`config.mk`:
```
export PLATFORM = sky130hd
export DESIGN_NAME = spk_peak_split_area
export DESIGN_NICKNAME = d
export VERILOG_FILES = /design/src/rtl/spk_pkg.sv /design/src/rtl/spk_win_ctrl.sv /design/src/rtl/spk_seg_acc.sv /design/src/rtl/spk_merge.sv /design/src/rtl/spk_peak_split_area.sv
export SDC_FILE = /design/constraint.sdc
export NUM_CORES = 1
export LEC_CHECK = 0
export CORE_MARGIN = 10
export CORE_UTILIZATION = 63
export CTS_CLUSTER_SIZE = 14
export DETAILED_ROUTE_END_ITERATION = 7
export GPL_ROUTABILITY_DRIVEN = 0
export GPL_TIMING_DRIVEN = 0
export PLACE_DENSITY = 0.84
export RECOVER_POWER = 25
export SLEW_MARGIN = 20
export SYNTH_ARGS = -nofsm -noshare
export SYNTH_HDL_FRONTEND = slang
export SYNTH_SLANG_ARGS = --single-unit
```
`constraint.sdc`:
```
create_clock -name clk -period 11.4 [get_ports clk]
set_input_delay 1.71 -clock clk [delete_from_list [all_inputs] [get_ports clk]]
set_output_delay 1.71 -clock clk [all_outputs]
set_load 0.02 [all_outputs]
```
`src/rtl/spk_pkg.sv`:
```
// Package: shared types and width helpers for the peak-split area extractor.
// Assumes: nothing beyond IEEE 1800-2017.
package spk_pkg;

    // Window controller phases.
    typedef enum logic [1:0] {
        ST_IDLE  = 2'd0,
        ST_RUN   = 2'd1,
        ST_MERGE = 2'd2
    } spk_state_e;

    // Accumulator width wide enough for WIN_LEN magnitudes of SAMPLE_W bits.
    function automatic int spk_acc_w(input int sample_w, input int win_len);
        return sample_w + $clog2(win_len) + 1;
    endfunction

endpackage

```
`src/rtl/spk_win_ctrl.sv`:
```
// Module: window controller. It opens a window on a started sample while
// idle, counts segment and position, routes each accepted sample to one
// segment, and spends one cycle in the merge phase after the final sample.
// Assumes: WIN_LEN is a multiple of NUM_SEG; in_last marks the final sample.
module spk_win_ctrl
    import spk_pkg::*;
#(
    parameter int WIN_LEN = 32,
    parameter int NUM_SEG = 4
) (
    input  logic               clk,
    input  logic               rst_n,
    input  logic               in_valid,
    input  logic               in_start,
    input  logic               in_last,
    output logic               in_ready,
    output logic               seg_clear,
    output logic [NUM_SEG-1:0] seg_en,
    output logic               merge_go
);

    localparam int SEG_LEN = WIN_LEN / NUM_SEG;
    localparam int SEG_IW  = (NUM_SEG > 1) ? $clog2(NUM_SEG) : 1;
    localparam int POS_W   = (SEG_LEN > 1) ? $clog2(SEG_LEN) : 1;

    spk_state_e        state;
    logic [SEG_IW-1:0] seg_q;
    logic [POS_W-1:0]  pos_q;
    logic [SEG_IW-1:0] cur_seg;
    logic [POS_W-1:0]  cur_pos;
    logic              accept;
    logic              win_begin;
    logic              take;
    logic              final_smp;

    // Handshake and per-sample decode for the current cycle.
    always_comb begin
        in_ready  = (state != ST_MERGE);
        accept    = in_valid && in_ready;
        win_begin = (state == ST_IDLE) && accept && in_start;
        take      = win_begin || ((state == ST_RUN) && accept);
        cur_seg   = win_begin ? '0 : seg_q;
        cur_pos   = win_begin ? '0 : pos_q;
        final_smp = take && (cur_seg == SEG_IW'(NUM_SEG - 1))
                         && (cur_pos == POS_W'(SEG_LEN - 1));
        seg_clear = win_begin;
        merge_go  = (state == ST_MERGE);
    end

    // One enable per segment, selected by the segment counter.
    for (genvar k = 0; k < NUM_SEG; k++) begin : g_en
        assign seg_en[k] = take && (cur_seg == SEG_IW'(k));
    end

    // Phase and position counters.
    always_ff @(posedge clk) begin
        if (!rst_n) begin
            state <= ST_IDLE;
            seg_q <= '0;
            pos_q <= '0;
        end else begin
            case (state)
                ST_IDLE, ST_RUN: begin
                    if (take) begin
                        if (final_smp) begin
                            state <= ST_MERGE;
                            seg_q <= '0;
                            pos_q <= '0;
                        end else begin
                            state <= ST_RUN;
                            if (cur_pos == POS_W'(SEG_LEN - 1)) begin
                                pos_q <= '0;
                                seg_q <= cur_seg + 1'b1;
                            end else begin
                                pos_q <= cur_pos + 1'b1;
                                seg_q <= cur_seg;
                            end
                        end
                    end
                end
                default: state <= ST_IDLE;
            endcase
        end
    end

    AST_ONEHOT_EN: assert property (@(posedge clk) disable iff (!rst_n)
        $onehot0(seg_en));
    AST_LAST_MARK: assert property (@(posedge clk) disable iff (!rst_n)
        take |-> (in_last == final_smp));
    AST_IDLE_HOLD: assert property (@(posedge clk) disable iff (!rst_n)
        (state == ST_IDLE) && !(accept && in_start) |=> (state == ST_IDLE));

endmodule

```
`src/rtl/spk_seg_acc.sv`:
```
// Module: one segment's local accumulator. It keeps a running magnitude
// total, the largest magnitude seen so far (strictly larger wins, so the
// earliest sample keeps a tie), and the running total captured at that sample.
// Assumes: clear coincides with the first sample of the window.
module spk_seg_acc #(
    parameter int MAG_W = 12,
    parameter int ACC_W = 18
) (
    input  logic             clk,
    input  logic             rst_n,
    input  logic             clear,
    input  logic             en,
    input  logic [MAG_W-1:0] mag,
    output logic [MAG_W-1:0] peak,
    output logic [ACC_W-1:0] pre_sum,
    output logic [ACC_W-1:0] total
);

    logic [MAG_W-1:0] base_peak;
    logic [ACC_W-1:0] base_tot;
    logic [ACC_W-1:0] tot_next;
    logic             is_new;

    // Start from zero on a window clear, else from the held values.
    always_comb begin
        base_peak = clear ? '0 : peak;
        base_tot  = clear ? '0 : total;
        tot_next  = base_tot + ACC_W'(mag);
        is_new    = (mag > base_peak);
    end

    // Update the running total; capture the sum when a new maximum appears.
    always_ff @(posedge clk) begin
        if (!rst_n) begin
            peak    <= '0;
            pre_sum <= '0;
            total   <= '0;
        end else if (en) begin
            total <= tot_next;
            if (is_new) begin
                peak    <= mag;
                pre_sum <= tot_next;
            end else if (clear) begin
                peak    <= '0;
                pre_sum <= '0;
            end
        end else if (clear) begin
            peak    <= '0;
            pre_sum <= '0;
            total   <= '0;
        end
    end

    AST_NO_OVERFLOW: assert property (@(posedge clk) disable iff (!rst_n)
        en && !clear |=> total >= $past(total));
    AST_PRE_WITHIN: assert property (@(posedge clk) disable iff (!rst_n)
        pre_sum <= total);
    AST_PEAK_MONO: assert property (@(posedge clk) disable iff (!rst_n)
        en && !clear |=> peak >= $past(peak));

endmodule

```
`src/rtl/spk_merge.sv`:
```
// Module: combinational merge of the segment results. It picks the first
// segment holding the largest local peak, adds the totals of the earlier
// segments to that segment's captured sum, and subtracts from the grand total.
// Assumes: segment results are stable during the merge cycle.
module spk_merge #(
    parameter int NUM_SEG = 4,
    parameter int MAG_W   = 12,
    parameter int ACC_W   = 18
) (
    input  logic [NUM_SEG-1:0][MAG_W-1:0] seg_peak,
    input  logic [NUM_SEG-1:0][ACC_W-1:0] seg_pre,
    input  logic [NUM_SEG-1:0][ACC_W-1:0] seg_tot,
    output logic [MAG_W-1:0]              best_peak,
    output logic [ACC_W-1:0]              glob_pre,
    output logic [ACC_W-1:0]              glob_post
);

    logic [ACC_W-1:0] prefix;
    logic [ACC_W-1:0] bpre;
    logic [MAG_W-1:0] bpk;

    // Walk the segments in order; strict compare keeps the earliest tie.
    always_comb begin
        prefix = '0;
        bpre   = '0;
        bpk    = '0;
        for (int k = 0; k < NUM_SEG; k++) begin
            if (seg_peak[k] > bpk) begin
                bpk  = seg_peak[k];
                bpre = prefix + seg_pre[k];
            end
            prefix = prefix + seg_tot[k];
        end
        best_peak = bpk;
        glob_pre  = bpre;
        glob_post = prefix - bpre;
    end

endmodule

```
`src/rtl/spk_peak_split_area.sv`:
```
// Module: top of the peak-split spike area extractor. It converts each
// sample to its magnitude, feeds the segment accumulators, merges them in
// the cycle after the final sample and registers the feature pair.
// Assumes: WIN_LEN is a multiple of NUM_SEG and WIN_LEN >= 2.
module spk_peak_split_area
    import spk_pkg::*;
#(
    parameter int SAMPLE_W = 12,
    parameter int WIN_LEN  = 32,
    parameter int NUM_SEG  = 4,
    localparam int ACC_W   = spk_acc_w(SAMPLE_W, WIN_LEN)
) (
    input  logic                clk,
    input  logic                rst_n,
    input  logic                in_valid,
    output logic                in_ready,
    input  logic                in_start,
    input  logic                in_last,
    input  logic [SAMPLE_W-1:0] in_sample,
    output logic                out_valid,
    output logic [SAMPLE_W-1:0] out_peak,
    output logic [ACC_W-1:0]    out_pre_area,
    output logic [ACC_W-1:0]    out_post_area
);

    logic                              seg_clear;
    logic [NUM_SEG-1:0]                seg_en;
    logic                              merge_go;
    logic [SAMPLE_W-1:0]               mag;
    logic [NUM_SEG-1:0][SAMPLE_W-1:0]  seg_peak;
    logic [NUM_SEG-1:0][ACC_W-1:0]     seg_pre;
    logic [NUM_SEG-1:0][ACC_W-1:0]     seg_tot;
    logic [SAMPLE_W-1:0]               m_peak;
    logic [ACC_W-1:0]                  m_pre;
    logic [ACC_W-1:0]                  m_post;

    // Absolute value; the most negative code maps to 2^(SAMPLE_W-1).
    always_comb begin
        mag = in_sample[SAMPLE_W-1] ? (~in_sample + 1'b1) : in_sample;
    end

    spk_win_ctrl #(
        .WIN_LEN (WIN_LEN),
        .NUM_SEG (NUM_SEG)
    ) i_ctrl (
        .clk       (clk),
        .rst_n     (rst_n),
        .in_valid  (in_valid),
        .in_start  (in_start),
        .in_last   (in_last),
        .in_ready  (in_ready),
        .seg_clear (seg_clear),
        .seg_en    (seg_en),
        .merge_go  (merge_go)
    );

    for (genvar k = 0; k < NUM_SEG; k++) begin : g_seg
        spk_seg_acc #(
            .MAG_W (SAMPLE_W),
            .ACC_W (ACC_W)
        ) i_seg (
            .clk     (clk),
            .rst_n   (rst_n),
            .clear   (seg_clear),
            .en      (seg_en[k]),
            .mag     (mag),
            .peak    (seg_peak[k]),
            .pre_sum (seg_pre[k]),
            .total   (seg_tot[k])
        );
    end

    spk_merge #(
        .NUM_SEG (NUM_SEG),
        .MAG_W   (SAMPLE_W),
        .ACC_W   (ACC_W)
    ) i_merge (
        .seg_peak  (seg_peak),
        .seg_pre   (seg_pre),
        .seg_tot   (seg_tot),
        .best_peak (m_peak),
        .glob_pre  (m_pre),
        .glob_post (m_post)
    );

    // Result register: loads in the merge cycle, strobe lasts one cycle.
    always_ff @(posedge clk) begin
        if (!rst_n) begin
            out_valid     <= 1'b0;
            out_peak      <= '0;
            out_pre_area  <= '0;
            out_post_area <= '0;
        end else begin
            out_valid <= merge_go;
            if (merge_go) begin
                out_peak      <= m_peak;
                out_pre_area  <= m_pre;
                out_post_area <= m_post;
            end
        end
    end

    AST_LATENCY: assert property (@(posedge clk) disable iff (!rst_n)
        in_valid && in_ready && in_last |=> ##1 out_valid);
    AST_PULSE: assert property (@(posedge clk) disable iff (!rst_n)
        out_valid |=> !out_valid);
    AST_READY_BACK: assert property (@(posedge clk) disable iff (!rst_n)
        out_valid |-> in_ready);

endmodule

```
======== Word-level counts from Yosys, hierarchy flattened ========
Index checks and enable logic that the tools add are counted.
W data, S select, Z words.
word-level totals
  word-level logic and storage cells ...... 112
  register bits after elaboration ......... 248
cells by class
  add/subtract/negate cells ............... 14
  reductions and logical operators ........ 15
  $lt $le $gt $ge ......................... 8
  equality and inequality tests ........... 7
  multiplexer cells ....................... 48
  bitwise gates (word level) .............. 1
operators with widths
  cell                     count
  $mux W18                 24
  $mux W12                 17
  $add A18 B18 Y18         6
  $gt A12 B12 Y1           7
  $add A18 B12 Y18         4
  $sub A18 B18 Y18         1
  $add A12 B1 Y12 const B  1
  $gt A12 B1 Y1 const B    1
  $not A12 Y12             1
  $logic_and A1 B1 Y1      9
  $mux W3                  3
  $mux W2                  4
  $eq A2 B2 Y1 const B     3
  $eq A2 B1 Y1 const B     2
  $logic_not A2 Y1         2
  $reduce_and A2 Y1        2
  $add A3 B1 Y3 const B    1
  $eq A3 B3 Y1 const B     1
  $add A2 B1 Y2 const B    1
  $ne A2 B2 Y1 const B     1
  $reduce_or A2 Y1         1
  $logic_or A1 B1 Y1       1

======== Logic depth before layout (Yosys ltp) ========
  word-level depth ........................ 9
  depth in mapped cells ................... 46
  mapped depth without buffers ............ 42

======== Modules after synthesis ========
From an unflattened synthesis, not the netlist that was laid out.
unflattened totals
  cell total of the unflattened synthesis .. 2560
  area, all modules ....................... 20846.2 µm²
by module, submodules not included
  module                             cells each  area each (µm²)  times used
  spk_seg_acc at g_seg[0].i_seg ...  348         2839.0           3
  spk_merge                          923         6779.0           1
  spk_seg_acc at g_seg[3].i_seg      349         3025.4           1
  spk_peak_split_area                190         2072.0           1
  spk_win_ctrl                       54          452.9            1

======== Worst setup path after synthesis ========
OpenSTA, ideal clock, no wires.
  path type ............................... reg-to-reg
  from .................................... register g_seg[0].i_seg.peak[6]
  to ...................................... register out_post_area[16]
  data required time ...................... 11271 ps
  path buffers ............................ 4
  cell stages (with the launch flop) ...... 40
  slack ................................... 3345 ps
  library setup time ...................... 129 ps
  arrival time ............................ 7926 ps
  cells stage by stage .................... dfxtp_1 -> inv_1 -> ha_1 -> nand3_1 -> nand2_1 -> a21oi_1 -> or2_2 -> a31oi_1 -> clkbuf_1 -> mux2i_1 -> ha_1 -> a21o_1 -> a21o_1 -> a21oi_1 -> o21ai_0 -> o22ai_1 -> clkbuf_1 -> o21ai_0 -> [4 not listed] -> o22a_1 -> clkbuf_1 -> buf_1 -> o21ai_0 -> fa_1 -> inv_1 -> ha_1 -> nor2b_1 -> o21ai_0 -> a21boi_0 -> o21ai_0 -> a21boi_0 -> o21ai_0 -> a31oi_1 -> o41a_1 -> a41o_1 -> nand4b_1 -> o211ai_1
on the way
  cells in the longest elaborated chain, start to end .. 9
RTL lines
  what                      line                       source
  start: declaration        spk_seg_acc.sv:14          output logic [MAG_W-1:0] peak,
  start signal: assignment  spk_seg_acc.sv:41          peak <= mag;
  $gt A12 B1 Y1             spk_merge.sv:28            if (seg_peak[k] > bpk) begin
  $mux W12                  spk_merge.sv:28
  $gt A12 B12 Y1            spk_merge.sv:28
  $mux W12                  spk_merge.sv:28
  $gt A12 B12 Y1            spk_merge.sv:28
  $mux W12                  spk_merge.sv:28
  $gt A12 B12 Y1            spk_merge.sv:28
  $mux W18 *                spk_merge.sv:28
  net i_merge.glob_pre[2]   spk_merge.sv:14            output logic [ACC_W-1:0] glob_pre,
  $sub A18 B18 Y18 *        spk_merge.sv:36            glob_post = prefix - bpre;
  end signal: assignment    spk_peak_split_area.sv:98  out_post_area <= m_post;
  end: declaration          spk_peak_split_area.sv:23  output logic [ACC_W-1:0] out_post_area
Mark *: on every way through the listed nets, which the timed path passes. The rest lies on a longest branch.
A chain may end at the register's enable or synchronous reset.

======== Worst setup path in the final report ========
  from .................................... register g_seg[0].i_seg.peak[5]
  to ...................................... register out_post_area[12]
Same word-level chain as after synthesis.

==> flow_summary.toml <==
[run_status]
status = "finished, violations left"
violations = "design-rule violations"

[clock_tree]
cts_resized = 0
cts_setup_buffers = 0
clkLatencyLatePin_ns = 0.58
cts_tree = "built"
hold_buffers = 0
htree_levels = 1
cts.reportedPaths.clkPinSlew_ns = 0.06
cts.sinks = 248
cts_root_buf = "clkbuf_16"
clock_path_buffers = 3
cts_buffers = 29

[placement]
io_buffers = 64
place_ws_ns = 0.423
place_hpwl_um = 50700

[sta]
hold_ws_ns = 0.448
hold_viol_final = 0
setup-tns-final_ns = 0
finalClockSkew_ns = 0.0222
final-max-slew-violation-count = 0
tightest_slew_ns = 1.21
maxSlewHeadroom_pct = 18.8
setup_viol = 0
grt_setup_unrepaired = "false"
max_freq_mhz = 91.3
min_period_over_period_pct = 96.1
fin_crit_ns = 10.96
setup_slack_ns = 0.444

[floorplanning]
io_pins = 67
die_area_um2 = 38600
core.rowCount = 64
initial_core_util_pct = 63.9
die_w_um = 196
die_h_um = 196
core_area_um2 = 30700

[route]
firstDrtPassIters = 8
drt_iter0_drc = 2447
vias = 20100
drcViolationCount = 1
wl_um = 67000
post_drt_wl_per_cell_um = 21.9
viasPerCell = 6.60
antenna_left = 0

[power]
peakVddDrop_v = 0.000119
totalPowerFinal_uw = 2990
p_per_area_nw_per_um2 = 137
power.leakage_uw = 0.00941

[yosys]
synth_xor_area_share_pct = 7.35
synth_simple_gate_area_share_pct = 21.7
synth_nets = 2830
synth_cells = 2545
ys_types = 76
synth.area.mux_share_pct = 1.30
seq_area_frac_synth_pct = 25.3
ys_ff_latch = 248
synth_top_area_cell = "dfxtp_1"
synth_compound_area_share_pct = 22.0
syn-cell-area_um2 = 19600
synth_edf_count = 0
synth_area_per_cell_um2 = 7.70
async_flop_share_pct = 0
synth.area.top_cells = "dfxtp_1 25%, ha_1 15%, nor2_1 6.7%, a21oi_1 5.9%, nand2_1 5.0%"
yosys_warnings = 0
synth_top_family_by_area = "compound AO/OA/AOI/OAI gates"
synthAdderAreaFrac_pct = 18.1
synthFlopType = "dfxtp_1"
yosys.area.top_type_share_pct = 25.3

[cells_and_area]
fin_nets = 2925
area_delta_synth_final_pct = 11.0
fill_cells = 2393
drive_gt1_share_pct = 3.27
layout_commonest_cell = "nor2_1"
n_antenna_cell = 0
final_cell_mix = "348 x nor2_1, 263 x nand2_1, 248 x dfxtp_1"

[grt]
grt_overflow_total = 0
grt_pass1_vias = 19500
grt_antenna_before_repair = 0
gr-usage-all-layers_pct = 33.0
grt_pass1_wl_um = 102000
grt_max_degree = 15

[setup_path]
startpoint_type = "flip-flop"
crit_fanout = 10
worst_path_max_delay_cell = "clkbuf_1"
crit_path_max_incr_delay_ns = 0.62
cp-end-kind = "flip-flop"
worstPathArrival_ns = 11.44
worst_ep_required_time_ns = 11.88
crit_type = "flip-flop to flip-flop"
cp_common_cell = "o21ai_0"

[hold_path]
hp-class = "flip-flop to flip-flop"

[job]
max_cap_viol_count = 0
[worst max-delay path: cells and delay by family, from the launching register on]
kind,cells,cell delay (ns)
AO/OA/AOI/OAI,19,4.69
multiplexers,1,0.37
buffers and inverters,6,2.23
adder cells (fa/ha/maj),5,1.72
AND/OR/NAND/NOR,8,1.20
flip-flops,1,0.46
XOR/XNOR,1,0.17
[through the flow]
step | std cells | cell area (um^2) | utilization [%]
global route | 3055 | 21800 | 70.9
CTS | 3055 | 21800 | 70.9
floorplan | 2545 | 19600 | -
global placement | 3005 | 20700 | 67.6
finish | 3055 | 21800 | 70.9
detailed placement | 3005 | 20700 | 67.6
[cells by family after synthesis]
family | Yosys count
simple gates | 937
xor+xnor | 162
flops | 248
compound gates | 690
fa+ha+maj | 268
buf+inv | 215
mux | 25
[area by class of cell]
class                      count  area [um^2]  area share [%]
buffer                       114          433            1.99
clock inverter                14          241            1.11
multi-input combinational   2082        13800            63.6
tap                          396          495            2.28
clock buffer                  36          772            3.55
timing repair buffer          64          641            2.94
sequential                   248         4960            22.8
inverter                     101          379            1.74
[power by group]
part / total [uW] / internal, uW / switching, uW
Sequential: 891 / 879 / 11.9
Combinational: 1080 / 367 / 709
Clock: 1020 / 615 / 406
Total: 2990 / 1860 / 1130
[cells in the mapped netlist, types with 22 or more instances]
cell / number
clkbuf_1: 99
nor2b_1: 31
a21o_1: 60
fa_1: 26
xnor2_1: 99
and2_1: 64
nand2_1: 263
a211oi_1: 42
o21ai_0: 130
nor3_1: 29
o21bai_1: 25
ha_1: 242
o21a_1: 24
mux2i_1: 22
nor2_1: 348
nand2b_1: 28
inv_1: 100
a31oi_1: 68
xor2_1: 61
nand3_1: 66
dfxtp_1: 248
nand4_1: 32
a21oi_1: 232
[state kept, by name, indices dropped and copies added, names as in the netlist]
| name | count |
|---|---|
| out_peak | 12 |
| out_pre_area | 18 |
| out_post_area | 18 |
| i_ctrl.pos_q | 3 |
| g_seg.i_seg.total | 72 |
| i_ctrl.state | 2 |
| g_seg.i_seg.pre_sum | 72 |
| i_ctrl.seg_q | 2 |
| g_seg.i_seg.peak | 48 |
| out_valid | 1 |
[final timing paths]
check / slack (ns) / start / cells past startpoint / end
worst max register to register: 0.44 / g_seg[0].i_seg.peak[5] / 40 / out_post_area[12]
worst min register to register: 0.45 / i_ctrl.pos_q[1] / 2 / i_ctrl.pos_q[1]
worst min-delay path: 0.45 / i_ctrl.pos_q[1] / 2 / i_ctrl.pos_q[1]
worst max-delay path: 0.44 / g_seg[0].i_seg.peak[5] / 40 / out_post_area[12]
[layer usage]
metal / vias to the layer above / track usage, % / routed length, um / part of all wire, %
li1: 9174 / - / - / -
met1: 9361 / 40.0 / 24800 / 37
met2: 1311 / 51.7 / 28600 / 43
met3: 302 / 6.35 / 8260 / 12
met4: 0 / 23.4 / 5350 / 8.0
met5: - / 0 / 0 / 0
Note: power is estimated with default switching activity, not from simulation.
